## src/rtl/standby_pkg.sv

```systemverilog
package standby_pkg;

  typedef enum logic [1:0] {
    CAUSE_NONE = 2'b00,
    CAUSE_IRQ  = 2'b01,
    CAUSE_EVT  = 2'b10,
    CAUSE_TMO  = 2'b11
  } wake_cause_e;

  typedef enum logic [1:0] {
    ST_IDLE    = 2'b00,
    ST_STANDBY = 2'b01,
    ST_WAKE    = 2'b10
  } sb_state_e;

  typedef struct packed {
    logic evt_kind;
    logic timed;
  } wait_op_t;

endpackage

```

## src/rtl/standby_ge_cmp.sv

```systemverilog
// Unsigned a >= b, split into chunks to keep the carry chain short.
module standby_ge_cmp #(
  parameter int unsigned W       = 64,
  parameter int unsigned CHUNK_W = 16
) (
  input  logic [W-1:0] a_i,
  input  logic [W-1:0] b_i,
  output logic         ge_o
);

  localparam int unsigned NCH   = (W + CHUNK_W - 1) / CHUNK_W;
  localparam int unsigned PAD_W = NCH * CHUNK_W;

  logic [PAD_W-1:0] a_pad;
  logic [PAD_W-1:0] b_pad;
  logic [NCH-1:0]   gt;
  logic [NCH-1:0]   eq;

  assign a_pad = PAD_W'(a_i);
  assign b_pad = PAD_W'(b_i);

  for (genvar g = 0; g < NCH; g++) begin : g_chunk
    assign gt[g] = a_pad[g*CHUNK_W +: CHUNK_W] >  b_pad[g*CHUNK_W +: CHUNK_W];
    assign eq[g] = a_pad[g*CHUNK_W +: CHUNK_W] == b_pad[g*CHUNK_W +: CHUNK_W];
  end

  // walk upward; the most significant unequal chunk decides
  always_comb begin
    ge_o = 1'b1;
    for (int i = 0; i < NCH; i++) begin
      if (gt[i])       ge_o = 1'b1;
      else if (!eq[i]) ge_o = 1'b0;
    end
  end

endmodule

```

## src/rtl/standby_evt_reg.sv

```systemverilog
module standby_evt_reg (
  input  logic clk_i,
  input  logic rst_ni,
  input  logic event_i,
  input  logic consume_i,
  output logic evt_pend_o
);

  logic evt_q;

  always_ff @(posedge clk_i or negedge rst_ni) begin
    if (!rst_ni)        evt_q <= 1'b0;
    else if (consume_i) evt_q <= 1'b0;
    else if (event_i)   evt_q <= 1'b1;
  end

  // an arriving event counts in the same cycle
  assign evt_pend_o = evt_q | event_i;

  a_r5_consume_clears: assert property (@(posedge clk_i) disable iff (!rst_ni)
    consume_i |=> !evt_q);

  a_r5_event_latched: assert property (@(posedge clk_i) disable iff (!rst_ni)
    (event_i && !consume_i) |=> evt_q);

endmodule

```

## src/rtl/standby_fsm.sv

```systemverilog
module standby_fsm
  import standby_pkg::*;
#(
  parameter int unsigned CNT_W = 64
) (
  input  logic             clk_i,
  input  logic             rst_ni,
  input  logic             req_i,
  input  wait_op_t         op_i,
  input  logic [CNT_W-1:0] deadline_i,
  input  logic             irq_any_i,
  input  logic             evt_pend_i,
  input  logic             ge_i,
  output logic [CNT_W-1:0] ddl_sel_o,
  output logic             evt_consume_o,
  output logic             standby_o,
  output logic             done_o,
  output wake_cause_e      cause_o
);

  sb_state_e        state_q, state_d;
  wait_op_t         op_q, op_eff;
  logic [CNT_W-1:0] ddl_q;
  wake_cause_e      cause_q, cause_d, hit;
  logic             take;

  assign take = (state_q == ST_IDLE) && req_i;

  // in idle the request itself is evaluated, so a met condition skips standby
  always_comb begin
    op_eff    = (state_q == ST_IDLE) ? op_i : op_q;
    ddl_sel_o = (state_q == ST_IDLE) ? deadline_i : ddl_q;
  end

  always_comb begin
    if (irq_any_i)                          hit = CAUSE_IRQ;
    else if (op_eff.evt_kind && evt_pend_i) hit = CAUSE_EVT;
    else if (op_eff.timed && ge_i)          hit = CAUSE_TMO;
    else                                    hit = CAUSE_NONE;
  end

  always_comb begin
    state_d       = state_q;
    cause_d       = CAUSE_NONE;
    evt_consume_o = 1'b0;
    unique case (state_q)
      ST_IDLE: begin
        if (req_i) begin
          if (hit != CAUSE_NONE) begin
            state_d       = ST_WAKE;
            cause_d       = hit;
            evt_consume_o = (hit == CAUSE_EVT);
          end else begin
            state_d = ST_STANDBY;
          end
        end
      end
      ST_STANDBY: begin
        if (hit != CAUSE_NONE) begin
          state_d       = ST_WAKE;
          cause_d       = hit;
          evt_consume_o = (hit == CAUSE_EVT);
        end
      end
      ST_WAKE: state_d = ST_IDLE;
      default: state_d = ST_IDLE;
    endcase
  end

  always_ff @(posedge clk_i or negedge rst_ni) begin
    if (!rst_ni) begin
      state_q <= ST_IDLE;
      cause_q <= CAUSE_NONE;
      op_q    <= '0;
      ddl_q   <= '0;
    end else begin
      state_q <= state_d;
      cause_q <= cause_d;
      if (take) begin
        op_q  <= op_i;
        ddl_q <= deadline_i;
      end
    end
  end

  assign standby_o = (state_q == ST_STANDBY);
  assign done_o    = (state_q == ST_WAKE);
  assign cause_o   = cause_q;

  a_r9_done_single: assert property (@(posedge clk_i) disable iff (!rst_ni)
    done_o |=> !done_o);

  a_r9_cause_only_on_done: assert property (@(posedge clk_i) disable iff (!rst_ni)
    (done_o == (cause_o != CAUSE_NONE)));

  a_r3_irq_wakes: assert property (@(posedge clk_i) disable iff (!rst_ni)
    (standby_o && irq_any_i) |=> (done_o && cause_o == CAUSE_IRQ));

  a_r6_timeout_wakes: assert property (@(posedge clk_i) disable iff (!rst_ni)
    (standby_o && op_q.timed && ge_i && !irq_any_i && !(op_q.evt_kind && evt_pend_i))
      |=> (done_o && cause_o == CAUSE_TMO));

  a_r7_untimed_holds: assert property (@(posedge clk_i) disable iff (!rst_ni)
    (standby_o && !op_q.timed && !irq_any_i && !(op_q.evt_kind && evt_pend_i))
      |=> standby_o);

  a_r11_standby_keeps_op: assert property (@(posedge clk_i) disable iff (!rst_ni)
    (standby_o && $past(standby_o)) |-> $stable(op_q));

endmodule

```

## src/rtl/standby_ctrl.sv

```systemverilog
module standby_ctrl
  import standby_pkg::*;
#(
  parameter int unsigned CNT_W   = 64,
  parameter int unsigned NIRQ    = 8,
  parameter int unsigned CHUNK_W = 16
) (
  input  logic             clk_i,
  input  logic             rst_ni,
  input  logic             req_i,
  input  logic             evt_wait_i,
  input  logic             timed_i,
  input  logic [CNT_W-1:0] deadline_i,
  input  logic [CNT_W-1:0] vcnt_i,
  input  logic [NIRQ-1:0]  irq_i,
  input  logic             event_i,
  output logic             standby_o,
  output logic             done_o,
  output logic [1:0]       cause_o
);

  wait_op_t         op;
  logic [CNT_W-1:0] ddl_sel;
  logic             ge;
  logic             irq_any;
  logic             evt_pend;
  logic             evt_consume;
  wake_cause_e      cause;

  assign op.evt_kind = evt_wait_i;
  assign op.timed    = timed_i;
  assign irq_any     = |irq_i;  // no masking on the wake path

  standby_ge_cmp #(
    .W       (CNT_W),
    .CHUNK_W (CHUNK_W)
  ) i_cmp (
    .a_i  (vcnt_i),
    .b_i  (ddl_sel),
    .ge_o (ge)
  );

  standby_evt_reg i_evt (
    .clk_i      (clk_i),
    .rst_ni     (rst_ni),
    .event_i    (event_i),
    .consume_i  (evt_consume),
    .evt_pend_o (evt_pend)
  );

  standby_fsm #(
    .CNT_W (CNT_W)
  ) i_fsm (
    .clk_i         (clk_i),
    .rst_ni        (rst_ni),
    .req_i         (req_i),
    .op_i          (op),
    .deadline_i    (deadline_i),
    .irq_any_i     (irq_any),
    .evt_pend_i    (evt_pend),
    .ge_i          (ge),
    .ddl_sel_o     (ddl_sel),
    .evt_consume_o (evt_consume),
    .standby_o     (standby_o),
    .done_o        (done_o),
    .cause_o       (cause)
  );

  assign cause_o = cause;

  a_r10_irq_first: assert property (@(posedge clk_i) disable iff (!rst_ni)
    (standby_o && irq_any) |=> (cause_o == 2'b01));

endmodule

```

## config.mk

```make
export PLATFORM = sky130hd
export DESIGN_NAME = standby_ctrl
export DESIGN_NICKNAME = d
export VERILOG_FILES = /design/src/rtl/standby_pkg.sv /design/src/rtl/standby_ge_cmp.sv /design/src/rtl/standby_evt_reg.sv /design/src/rtl/standby_fsm.sv /design/src/rtl/standby_ctrl.sv
export SDC_FILE = /design/constraint.sdc
export NUM_CORES = 1
export LEC_CHECK = 0
export BUFFER_PORTS_ARGS = -buffer_cell sky130_fd_sc_hd__buf_4
export CELL_PAD_IN_SITES_DETAIL_PLACEMENT = 0
export CELL_PAD_IN_SITES_GLOBAL_PLACEMENT = 1
export CORE_ASPECT_RATIO = 0.6
export CORE_MARGIN = 2
export CORE_UTILIZATION = 40
export CTS_BUF_LIST = sky130_fd_sc_hd__clkbuf_8 sky130_fd_sc_hd__clkbuf_16
export DETAILED_ROUTE_END_ITERATION = 8
export PLACE_DENSITY_LB_ADDON = 0.1
export SLEW_MARGIN = 25
export SYNTH_ARGS = -nofsm -noshare
export SYNTH_HDL_FRONTEND = slang
export SYNTH_SLANG_ARGS = --single-unit
```

## constraint.sdc

```tcl
create_clock -name clk_i -period 4.6 [get_ports clk_i]
set_input_delay 1.15 -clock clk_i [delete_from_list [all_inputs] [get_ports clk_i]]
set_output_delay 1.15 -clock clk_i [all_outputs]
set_load 0.03 [all_outputs]
```

=== Word level (Yosys, flattened, before mapping) ===
Index checks and enable logic that the tools add are counted.

* Bitwise operators: 1
* Div/mod/pow operators: 0
* Reduce and logical (&&, ||, !) cells: 8
* $mul: 0
* Eq/ne operators: 9
* Shift operators: 0
* $add $sub $neg: 0
* Multiplexer cells: 25
* Order comparisons: 4

{| class="wikitable"
|+ Operator list
! kind !! count
|-
| 16-bit == test || 4
|-
| 16-bit greater-than comparator || 4
|-
| 64-bit two-way mux || 1
|-
| 2-bit two-way mux || 9
|-
| 1-bit two-way mux || 12
|-
| 2-bit one-hot mux with 2 select lines || 2
|-
| 8-bit OR reduction || 1
|-
| 2-bit == test, second input constant || 2
|-
| 2-bit nonzero test || 2
|-
| 1-bit logical AND || 3
|-
| 2-bit by 1-bit == test with 1-bit output, second input constant || 1
|-
| 2-bit logical NOT || 1
|-
| 2-bit by 1-bit inequality test with 1-bit output, second input constant || 1
|-
| 2-bit inequality test, second input constant || 1
|-
| 1-bit one-hot mux with 2 select lines || 1
|-
| 2-bit AND reduction || 1
|-
| 1-bit OR || 1
|}

* Word-level logic and storage cells: 53
* Output and inout port bits: 4
* Memories: 0
* Bits of input ports: 142
* Latch bits: 0
* Memory bits (read-only): 0
* Register bits: 71
* Bits in writable memories: 0

=== Longest topological paths before layout ===
Gate-level depths: netlist (run 1).

* Word-level depth: 20
* Mapped depth: 12
* Gate-level depth less buffers: 10

=== Hierarchy ===
A second synthesis (run 1) with hierarchy kept.

* Cells, all modules: 461
* Area total of the unflattened synthesis: 5,271.3 um2

{| class="wikitable"
|+ By module, submodules not included
! module !! cells an instance !! instances !! sequential area each (um2) !! area each (um2)
|-
| standby_fsm || 233 || 1 || 1,751.7 || 3,599.7
|-
| standby_ge_cmp || 222 || 1 || 0.0 || 1,614.0
|-
| standby_evt_reg || 3 || 1 || 25.0 || 41.3
|-
| standby_ctrl || 3 || 1 || 0.0 || 16.3
|}

=== Worst setup path after synthesis (run 1) ===
OpenSTA, ideal clock, no wires.

* Kind: register to register
* From: register i_fsm.state_q[1]
* To: register i_fsm.cause_q[0] (netlist: i_fsm.cause_o[0])
* Stages on the path, launching flop included: 13
* Setup time: 0.066 ns
* Buffers on the path: 2
* Required time: 4.534 ns
* Setup slack: 0.973 ns
* Arrival: 3.561 ns
* Period minus slack after synthesis: 3.627 ns
* Path through: dfrtp_1 > nor2_1 > clkbuf_1 > buf_1 > mux2i_1 > ha_1 > nand4_2 > or4_4 > nor4_2 > nor3b_1 > or3_1 > a31oi_2 > a22o_1

* Word-level cells in the longest chain between the ends: 19
* Elaborated cells on any way between the ends: 29
* Those cells by class: order compare: 4; eq/ne: 5; mux: 16; reduce/logical: 4

{| class="wikitable"
|+ Ends and longest elaborated chain
! element !! line !! source
|-
| start, declared || standby_fsm.sv:21 || <nowiki>sb_state_e state_q, state_d;</nowiki>
|-
| start signal, assigned || standby_fsm.sv:77 || <nowiki>state_q <= state_d;</nowiki>
|-
| parallel branches: the longest is 18 deep, another holds 16-bit greater-than comparator || -- ||
|-
| 2-bit one-hot mux with 2 select lines * || standby_fsm.sv:46 || <nowiki>unique case (state_q)</nowiki>
|-
| via i_fsm.cause_d[0] || standby_fsm.sv:24 || <nowiki>wake_cause_e cause_q, cause_d, hit;</nowiki>
|-
| end signal, assigned || standby_fsm.sv:78 || <nowiki>cause_q <= cause_d;</nowiki>
|-
| end, declared || standby_fsm.sv:24 ||
|}

Mark *: on every way through the listed nets, which the timed path passes.
A chain may end at the register's enable or synchronous reset.

=== Worst setup path after layout (run 1) ===
* From: register i_fsm.state_q[1]
* To: register i_fsm.state_q[1]

* Word-level cells in the longest chain between the ends: 19
* Elaborated cells on any way between the ends: 32
* Those cells by class: order compare: 4; eq/ne: 7; mux: 16; reduce/logical: 5

{| class="wikitable"
|+ Ends and longest elaborated chain
! element
|-
| parallel branches: the longest is 19 deep, another holds 16-bit greater-than comparator
|}

Parallel ways; which one is timed is not known. The select of a mux whose other input is x is not followed.

==> qor.txt, run 1 <==
status: complete, no violations
worst reg2reg startpoint: i_fsm.state_q[1]
drt total wl: 11.7 mm
unrepaired setup endpoints after global routing: false
normalized max-slew margin: 53.3%
die area: 12800 um2
H-tree levels: 3
Psw: 0.540 mW
worst slew pin tran: 0.700 ns
number of routed nets with antenna violations: 0
uppermost routed layer: met4
largest area contributor in the netlist: dfrtp_1
gr usage total: 19.1%
Power, Total: 2.07 mW
estimated wirelength of the detail-placed design: 9.03 mm
TritonCTS Buffers: 9
Vias per Instance: 5.08
CTS tree: built
die span in x: 145 um
Final TNS setup: 0 ns
Seq pwr share: 36.5%
CP required: 4.82 ns
Worst Path Arrival: 3.84 ns
Ant. Diodes: 0
post-route design area: 6400 um2
leakage: 3.20 nW
CP max-delay cell: or4_4
share of power burned in the clock network: 38.4%
Post-Syn Area: 4750 um2
async set or reset register ratio after synthesis: 100%
# hold bufs at CTS: 0
Worst Clk Skew: 0.00508 ns
final hold violation count: 0
Yosys cell types: 38
post-synth top area share: 37.4%
initial antenna violation count: 0
Critical path origin: i_fsm.state_q[1]
first drt pass iteration count: 4
#FFs+latches synth: 71
VDD IR max: 206 uV
Max FO, Critical Path: 25
clk sink count: 71
non-filler cells in the finished layout: 713
final setup violation count: 0
Worst path max stage delay: 0.59 ns
Tightest Hold Check Type: flip-flop to flip-flop
number of setup buffers added after CTS: 0
Switching Share: 26.0%
Worst Setup Path Type: flip-flop to flip-flop
P_int: 1.53 mW
WL per Instance: 16.4 um
Post-synth top flop: dfrtp_1
Syn-to-layout area delta: 34.7%
Seq/Total Area, Yosys: 37.4%
Post-synth EDFFs: 0
CTS Root Cell: clkbuf_16
metal3 WL: 880 um
fraction of layout cells with a size suffix above 1: 44.1%
CP cell instances: nor2_4, buf_12, mux2i_1, ha_1, nand4_2, or4_4, a2111oi_0, o2111a_1, or3_1, a31oi_2, o31a_1
crit start category: flip-flop
clock buffer depth: 2
Yosys warning total: 0
Synth Instances: 401
dpl cell area: 6060 um2
syn_nets: 607
MaxCap Viol Count: 0
I/O pins: 146
Starting Density: 41.5%
combinational power share: 25.2%
placer's final routability congestion estimate: 0.779
synthesized area per cell: 11.8 um2
Final period util: 78.7%
post-CTS sizing: 0
Clock Latency Late Sink: 0.34 ns
fmax: 276 MHz
first-pass GRT wire length: 18.5 mm
via count: 3623
final setup margin: 0.981 ns
total gr overflow: 0
NumNets Final: 754
Setup Slack @ Placement: 0.897 ns
clk slew on worst S/H paths: 0.06 ns
minimum clock period after layout: 3.62 ns
Met1 Routed Length: 5.85 mm
fin. max-slew vios: 0
core area: 11400 um2
top post-synthesis cells by area: dfrtp_1, ha_1, mux2_2
Rows: 30
Initial DRC Count: 100
Port Buffer Count: 145
placed insts: 697
hold wc startpoint: i_fsm.ddl_q[0]
crit end category: flip-flop
largest net degree at the start of global routing: 72
vias in the first global route: 3748
Power Dens Cells: 324 nW/um2
DRC: 0
metal2 WL: 4.86 mm
Die H: 88.4 um
## per-stage QoR
stage	utilization (%)	hold WS, ns
3_5_place_dp	52.9	0.494
2_1_floorplan	-	0.474
3_3_place_gp	52.9	0.486
4_1_cts	55.9	0.508
5_1_grt	55.9	0.518
6_report	55.9	0.501
## power groups by stage
| stage | clock network, mW | logic (mW) | registers (mW) |
|---|---|---|---|
| after detailed placement | 0 | 0.525 | 0.767 |
| after global routing | 0.850 | 0.586 | 0.768 |
| after floorplan | 0 | 0.326 | 0.757 |
| after global placement | 0 | 0.512 | 0.763 |
| after CTS | 0.820 | 0.527 | 0.756 |
| final | 0.795 | 0.521 | 0.756 |
## cell type report
class | count | area (um2)
repair buffers | 150 | 1150
clock inverters | 7 | 113
multi-input cells | 311 | 2910
clock buffers | 9 | 225
well taps | 160 | 200
flip-flops and latches | 71 | 1780
inverters | 5 | 18.8
fillers | 992 | 5050
## path summary, 6_finish.rpt
check,to,slack (ns),cells after the start
min in group asynchronous,i_fsm.ddl_q[38],0.83,1
max in group asynchronous,i_fsm.ddl_q[61],3.28,1
worst min register to register,i_fsm.ddl_q[0],0.50,1
worst min-delay path,i_fsm.ddl_q[0],0.50,1
worst max register to register,i_fsm.state_q[1],0.98,11
worst max-delay path,i_fsm.state_q[1],0.98,11
## synth_stat cells, drive strengths merged, types with 2 or more instances
master and count:
a2111oi 4, a21o 7, a21oi 23, buf 6, clkbuf 8, dfrtp 71
ha 64, inv 5, mux2 71, mux2i 60, nand2 10, nand2b 4
nand3 3, nand4 14, nor2 11, nor2b 4, nor3b 2, nor4 5
o21a 3, o21ai 9, or2 2, or4 3
## cells by family (layout without fill, tap and decap cells)
family / count (synthesis) / count (layout) / share of synthesized area (%)
AOI/OAI and AO/OA: 55 / 55 / 7.48
adders and majority gates: 64 / 64 / 16.9
buffers and inverters: 19 / 171 / 1.50
DFF: 71 / 71 / 37.4
muxes: 131 / 131 / 29.5
and+or+nand+nor: 61 / 61 / 7.29
## state kept, by name, indices dropped and copies added, names as in the netlist
signal and cells:
i_fsm.op_q 2, i_fsm.cause_o 2, i_fsm.ddl_q 64, i_evt.evt_q 1
i_fsm.state_q 2
## per-layer routing
layer / up-vias / global-route usage, %
met2: 91 / 28.6
met5: - / 0
met3: 8 / 6.60
met1: 1700 / 26.7
met4: 0 / 4.59
li1: 1824 / -
## placed cells by master, fill, tap and decap left out, types with 2 or more instances in the layout
cell         n
nor2_1      10
nor2b_1      4
buf_12       2
nand2_1     10
bufinv_16    3
mux2i_1     60
or4_1        2
ha_1        64
a2111oi_0    4
o21ai_0      9
a21o_1       7
nand4_1     13
nor3b_1      2
nand2b_1     4
a21oi_1     23
nor4_1       4
clkbuf_16    9
inv_1        6
o21a_1       3
buf_4      147
nand3_1      3
clkinv_2     2
mux2_2      71
dfrtp_1     71
## worst max-delay path, delay by kind of cell, from the launching register on
| kind | cells | cell delay, ns |
|---|---|---|
| buffers and inverters | 1 | 0.28 |
| AO/OA/AOI/OAI | 4 | 1.05 |
| multiplexers | 1 | 0.10 |
| adder cells (fa/ha/maj) | 1 | 0.33 |
| flip-flops | 1 | 0.44 |
| AND/OR/NAND/NOR | 4 | 1.28 |
No activity file was read; power rests on OpenSTA's default activity.
==> inputs of run 2 (changes only) <==
--- a/config.mk
+++ b/config.mk
@@ -10,7 +10,7 @@
 export CELL_PAD_IN_SITES_GLOBAL_PLACEMENT = 1
 export CORE_ASPECT_RATIO = 0.6
 export CORE_MARGIN = 2
-export CORE_UTILIZATION = 40
+export CORE_UTILIZATION = 37
 export CTS_BUF_LIST = sky130_fd_sc_hd__clkbuf_8 sky130_fd_sc_hd__clkbuf_16
 export DETAILED_ROUTE_END_ITERATION = 8
 export PLACE_DENSITY_LB_ADDON = 0.1
==> constraint.sdc (replaced) <==
create_clock -name clk_i -period 3.1 [get_ports clk_i]
set_input_delay 0.775 -clock clk_i [delete_from_list [all_inputs] [get_ports clk_i]]
set_output_delay 0.775 -clock clk_i [all_outputs]
set_load 0.03 [all_outputs]
==> run 2 against run 1 <==
Effect of this change:
- the run now ends with negative setup slack left
- die area increased by 7.8%
- utilization decreased by 2.7 points
- fmax increased by 17%
- combinational power increased by 66%
- setup slack got worse by 0.99 ns
- sequential power increased by 48%
- wire length increased by 5.4%
- clock skew increased by 0.00096 ns
- via count increased by 4.3%
- sequential cell count unchanged
- critical endpoint is now i_fsm.cause_o[0]
- worst hold slack got worse by 0.042 ns
==> qor.txt, run 2 (synthesized netlist as in run 1, its figures left out) <==
clk slew on worst S/H paths: 0.06 ns (about the same)
normalized max-slew margin: 54.0% (was 53.3%)
MaxCap Viol Count: 0 (unchanged)
placer's final routability congestion estimate: 0.808 (was 0.779)
CTS tree: built (unchanged)
crit start category: flip-flop (unchanged)
Syn-to-layout area delta: 42.1% (was 34.7%)
total gr overflow: 0 (unchanged)
Port Buffer Count: 145 (unchanged)
Worst Setup Path Type: flip-flop to flip-flop (unchanged)
largest register by flop count: i_fsm.ddl_q (unchanged)
I/O pins: 146 (unchanged)
worst slew pin tran: 0.690 ns (was 0.700 ns)
worst reg2reg path depth: 12 (was 11)
leakage: 3.34 nW (was 3.20 nW)
non-filler cells in the finished layout: 754 (was 713)
minimum clock period after layout: 3.10 ns (was 3.62 ns)
CP required: 3.38 ns (was 4.82 ns)
die area: 13800 um2 (was 12800 um2)
Final period util: 100% (was 78.7%)
vias in the first global route: 3901 (was 3748)
DRC: 0 (unchanged)
FF-to-FF End: i_fsm.cause_o[0] (was i_fsm.state_q[1])
fraction of layout cells with a size suffix above 1: 48.5% (was 44.1%)
via count: 3780 (was 3623)
Vias per Instance: 5.01 (was 5.08)
# hold bufs at CTS: 0 (unchanged)
WL per Instance: 16.3 um (was 16.4 um)
H-tree levels: 3 (unchanged)
Clock Latency Late Sink: 0.34 ns (about the same)
Power, Total: 3.12 mW (was 2.07 mW)
P_int: 2.26 mW (was 1.53 mW)
Starting Density: 37.4% (was 41.5%)
CTS Root Cell: clkbuf_16 (unchanged)
final hold violation count: 0 (unchanged)
final setup margin: -0.00473 ns (was 0.981 ns)
fmax: 322 MHz (was 276 MHz)
CP cell instances: nor2_4, buf_12, buf_12, mux2i_4, ha_4, nand4_1, or2_1, or4_1, o2111a_1, or3_4, a31oi_4, a22o_1 (was nor2_4, buf_12, mux2i_1, ha_1, nand4_2, or4_4, a2111oi_0, o2111a_1, or3_1, a31oi_2, o31a_1)
most common cell after layout, fill and taps aside: buf_4 (unchanged)
fin. max-slew vios: 0 (unchanged)
clock buffer depth: 2 (unchanged)
unrepaired setup endpoints after global routing: true (was false)
Rows: 32 (was 30)
Fin Hold WS: 0.459 ns (was 0.501 ns)
Finished Core Util: 53.2% (was 55.9%)
commonest non-fill, non-tap cells in the layout: buf_4, mux2_2, dfrtp_1, ha_1, mux2i_1 (unchanged)
drt total wl: 12.3 mm (was 11.7 mm)
NumNets Final: 785 (was 754)
max reg flops: 64 (unchanged)
CP dominant cell by count: buf_12
FILL cells: 1113 (was 992)
Seq pwr share: 35.9% (was 36.5%)
die span in x: 150 um (was 145 um)
Worst Path Arrival: 3.38 ns (was 3.84 ns)
worst reg2reg startpoint: i_fsm.state_q[1] (unchanged)
Die H: 91.8 um (was 88.4 um)
Final TNS setup: -0.00473 ns (was 0 ns)
Psw: 0.866 mW (was 0.540 mW)
status: finished, violations left (was complete, no violations)
Worst path max stage delay: 0.46 ns (was 0.59 ns)
violated checks: negative setup slack
initial antenna violation count: 0 (unchanged)
estimated wirelength of the detail-placed design: 9.52 mm (was 9.03 mm)
Switching Share: 27.7% (was 26.0%)
buffers and inverters on the worst path: 2 (was 1)
reg2reg setup slack: -0.005 ns (was 0.98 ns)
Initial DRC Count: 81 (was 100)
Worst Clk Skew: 0.00604 ns (was 0.00508 ns)
gr usage total: 18.7% (was 19.1%)
first drt pass iteration count: 4 (unchanged)
CP max-delay cell: or4_1 (was or4_4)
number of routed nets with antenna violations: 0 (unchanged)
crit end category: flip-flop (unchanged)
placed insts: 720 (was 697)
TritonCTS Buffers: 9 (unchanged)
VDD IR max: 273 uV (was 206 uV)
largest net degree at the start of global routing: 72 (unchanged)
clk sink count: 71 (unchanged)
first-pass GRT wire length: 19.9 mm (was 18.5 mm)
share of power burned in the clock network: 36.4% (was 38.4%)
final setup violation count: 1 (was 0)
combinational power share: 27.7% (was 25.2%)
core area: 12700 um2 (was 11400 um2)
Max FO, Critical Path: 9 (was 25)
family with the most delay on the worst path: simple AND/OR/NAND/NOR gates (unchanged)
Ant. Diodes: 0 (unchanged)
Tightest Hold Check Type: primary input to asynchronous set/reset pin (was flip-flop to flip-flop)
Power Dens Cells: 463 nW/um2 (was 324 nW/um2)
-- run 2: changes by cell type in the layout (fill, tap and decap cells not counted), sizes merged --
cell	before	now
buf	150	181
inv	6	5
clkinvlp	0	2
bufinv	3	2
-- run 2: worst max path at each step --
stage / start / to / slack (ns) / depth (start not counted)
2_1_floorplan: i_fsm.state_q[1] / i_fsm.cause_o[0] / 0.02 / 12
3_3_place_gp: deadline_i[16] / i_fsm.state_q[1] / -0.14 / 11
3_5_place_dp: i_fsm.state_q[1] / i_fsm.state_q[1] / -0.36 / 12
4_1_cts: i_fsm.state_q[0] / i_fsm.cause_o[0] / 0.0006 / 12
5_1_grt: i_fsm.state_q[1] / i_fsm.cause_o[0] / -0.16 / 12
6_report: i_fsm.state_q[1] / i_fsm.cause_o[0] / -0.005 / 12
-- run 2: power by group through the flow --
stage               Combinational (mW)  Clock, mW  Sequential, mW
finish                           0.865       1.14            1.12
global route                     0.966       1.21            1.14
detailed placement               0.806          0            1.14
floorplan                        0.490          0            1.12
CTS                              0.845       1.16            1.12
global placement                 0.785          0            1.13
-- run 2: timing repair --
action / in CTS / in global routing
buffers inserted: 6 / 12
endpoints found under the setup margin: 4 / 4
pin swaps: 11 / 4
resized for setup: 13 / 7
-- run 2: cell type report --
cell class	count	area (um2)	area share, %
clock buffers	9	225	3.34
repair buffers	181	1420	21.0
multi-input cells	311	3010	44.5
well taps	170	213	3.15
clock inverters	7	97.6	1.45
flip-flops and latches	71	1780	26.3
inverters	5	18.8	0.278
-- run 2: stage by stage --
step	setup slack, ns	cell area (um2)
floorplan	0.0233	4790
CTS	0.000619	6620
detailed placement	-0.355	6170
finish	-0.00473	6750
global route	-0.159	6750
global placement	-0.140	6170
-- run 2: metal layers --
metal  routed length (um)  track usage [%]  up-vias
met5                    0                0        -
met4                  147             4.48        0
met3                  737             5.52       13
met2                 5170             27.5       96
met1                 6270             26.9     1790
li1                     -                -     1881
==> inputs of run 3 (changes only) <==
--- a/config.mk
+++ b/config.mk
@@ -13,6 +13,7 @@
 export CORE_UTILIZATION = 37
 export CTS_BUF_LIST = sky130_fd_sc_hd__clkbuf_8 sky130_fd_sc_hd__clkbuf_16
 export DETAILED_ROUTE_END_ITERATION = 8
+export GPL_ROUTABILITY_DRIVEN = 0
 export PLACE_DENSITY_LB_ADDON = 0.1
 export SLEW_MARGIN = 25
 export SYNTH_ARGS = -nofsm -noshare
==> constraint.sdc (replaced) <==
create_clock -name clk_i -period 2.7 [get_ports clk_i]
set_input_delay 0.675 -clock clk_i [delete_from_list [all_inputs] [get_ports clk_i]]
set_output_delay 0.675 -clock clk_i [all_outputs]
set_load 0.03 [all_outputs]
==> run 3 against run 2 <==
Effect of this change:
- the flow still finishes with violations (negative setup slack)
- final cell count is 0.13% higher
- global-route usage fell by 0.38 points
- wire length shrank 1.5%
- clock skew is 0.0030 ns lower
- register-to-register slack worse by 0.26 ns
- via count decreased by 0.79%
- critical path depth decreased by 1
- sequential share of layout area is 0.059 points higher
- sequential cell count is the same
- critical path type unchanged
- largest cell class unchanged
==> qor.txt, run 3 (synthesized netlist as in run 1, its figures left out) <==
dpl cell area: 6340 um2 (was 6170 um2)
initial antenna violation count: 0 (unchanged)
post-route design area: 6740 um2 (was 6750 um2)
Vias per Instance: 4.97 (was 5.01)
Power, Total: 3.46 mW (was 3.12 mW)
unrepaired setup endpoints after global routing: true (unchanged)
WL per Instance: 16.1 um (was 16.3 um)
Worst Path Arrival: 3.24 ns (was 3.38 ns)
first-pass GRT wire length: 19.6 mm (was 19.9 mm)
worst slew pin tran: 0.511 ns (was 0.690 ns)
fmax: 337 MHz (was 322 MHz)
Worst Setup Path Type: flip-flop to flip-flop (unchanged)
normalized max-slew margin: 65.9% (was 54.0%)
Ant. Diodes: 0 (unchanged)
worst reg2reg startpoint: i_fsm.state_q[0] (was i_fsm.state_q[1])
violated checks: negative setup slack (unchanged)
Max FO, Critical Path: 8 (was 9)
total gr overflow: 0 (unchanged)
Power Dens Cells: 514 nW/um2 (was 463 nW/um2)
H-tree levels: 3 (unchanged)
I/O pins: 146 (unchanged)
Tightest Hold Check Type: primary input to asynchronous set/reset pin (unchanged)
die area: 13800 um2 (unchanged)
fin. max-slew vios: 0 (unchanged)
VDD IR max: 291 uV (was 273 uV)
Critical path origin: i_fsm.state_q[0] (was i_fsm.state_q[1])
# hold bufs at CTS: 0 (unchanged)
Setup Slack @ Placement: -0.383 ns (was -0.355 ns)
vias in the first global route: 3904 (was 3901)
clk sink count: 71 (unchanged)
final setup violation count: 4 (was 1)
number of routed nets with antenna violations: 0 (unchanged)
die span in x: 150 um (unchanged)
Multi-input gate area: 2980 um2 (was 3010 um2)
TritonCTS Buffers: 9 (unchanged)
CTS Root Cell: clkbuf_16 (unchanged)
max reg flops: 64 (unchanged)
clk slew on worst S/H paths: 0.06 ns (about the same)
final hold violation count: 0 (unchanged)
via count: 3750 (was 3780)
largest net degree at the start of global routing: 38 (was 72)
Initial DRC Count: 127 (was 81)
Clock Latency Late Sink: 0.34 ns (about the same)
leakage: 3.38 nW (was 3.34 nW)
NumNets Final: 786 (was 785)
worst reg2reg path depth: 11 (was 12)
most common cell after layout, fill and taps aside: buf_4 (unchanged)
core area: 12700 um2 (unchanged)
fraction of layout cells with a size suffix above 1: 47.9% (was 48.5%)
commonest non-fill, non-tap cells in the layout: buf_4, dfrtp_1, mux2_2, ha_1, mux2i_1 (was buf_4, mux2_2, dfrtp_1, ha_1, mux2i_1)
status: finished, violations left (unchanged)
DRC: 0 (unchanged)
estimated wirelength of the detail-placed design: 9.58 mm (was 9.52 mm)
Starting Density: 37.4% (unchanged)
Syn-to-layout area delta: 41.8% (was 42.1%)
Final period util: 110% (was 100%)
CP required: 2.97 ns (was 3.38 ns)
crit start category: flip-flop (unchanged)
Rows: 32 (unchanged)
largest register by flop count: i_fsm.ddl_q (unchanged)
clock buffer depth: 2 (unchanged)
crit end category: flip-flop (unchanged)
drt total wl: 12.1 mm (was 12.3 mm)
final setup margin: -0.269 ns (was -0.00473 ns)
gr usage total: 18.3% (was 18.7%)
Die H: 91.8 um (unchanged)
Port Buffer Count: 145 (unchanged)
Worst Clk Skew: 0.00300 ns (was 0.00604 ns)
FF+latch area: 1780 um2 (unchanged)
Final TNS setup: -1.03 ns (was -0.00473 ns)
MaxCap Viol Count: 0 (unchanged)
FILL cells: 1135 (was 1113)
first drt pass iteration count: 4 (unchanged)
minimum clock period after layout: 2.97 ns (was 3.10 ns)
CTS tree: built (unchanged)
-- run 3: routing by layer --
| layer | part of all wire, % | track usage, % | wire [um] | up-vias |
|---|---|---|---|---|
| li1 | - | - | - | 1887 |
| met1 | 52 | 27.1 | 6320 | 1753 |
| met2 | 41 | 26.7 | 4970 | 101 |
| met3 | 6.3 | 5.02 | 761 | 9 |
| met4 | 0.75 | 3.54 | 91 | 0 |
| met5 | 0 | 0 | 0 | - |
-- run 3: final cells by class --
cell class / count / share of cell area, %
flip-flops and latches: 71 / 26.4
clock buffers: 10 / 3.55
clock inverters: 6 / 0.780
inverters: 5 / 0.279
well taps: 170 / 3.16
repair buffers: 182 / 21.7
multi-input cells: 311 / 44.2
-- run 3: metrics by stage --
| stage | std cells | hold slack [ns] | utilization [%] |
|---|---|---|---|
| 2_1_floorplan | 401 | 0.379 | - |
| 3_3_place_gp | 735 | 0.485 | 50.0 |
| 3_5_place_dp | 735 | 0.494 | 50.0 |
| 4_1_cts | 753 | 0.319 | 52.7 |
| 5_1_grt | 755 | 0.346 | 53.1 |
| 6_report | 755 | 0.301 | 53.1 |
-- run 3: what timing repair did --
item,4_1_cts,5_1_grt
pin swaps,3,3
resized for setup,11,2
setup endpoints to repair,4,4
setup buffers,2,1
gates cloned,0,1
-- run 3: power breakdown --
group          switching [mW]  leakage, nW  internal, mW
Sequential             0.0713        0.834          1.22
Combinational           0.425         2.39         0.576
Clock                   0.443        0.155         0.728
-- run 3: path summary, 6_finish.rpt --
check,to,slack [ns]
max,i_fsm.cause_o[0],-0.27
min,i_fsm.ddl_q[19],0.30
max reg2reg,i_fsm.cause_o[0],-0.27
min reg2reg,i_fsm.ddl_q[51],0.50
max in group asynchronous,i_fsm.ddl_q[53],1.82
min in group clk_i,i_fsm.ddl_q[51],0.50
-- run 3: worst max-delay path, cell delays in order, from the launching register on --
cell       delay [ns]
dfrtp_1          0.40
nor2_4           0.13
buf_6            0.18
mux2_4           0.31
ha_1             0.26
nand2b_1         0.11
a2111oi_1        0.07
or4_1            0.52
o2111a_1         0.16
or3_4            0.40
a31oi_4          0.20
a22o_1           0.16
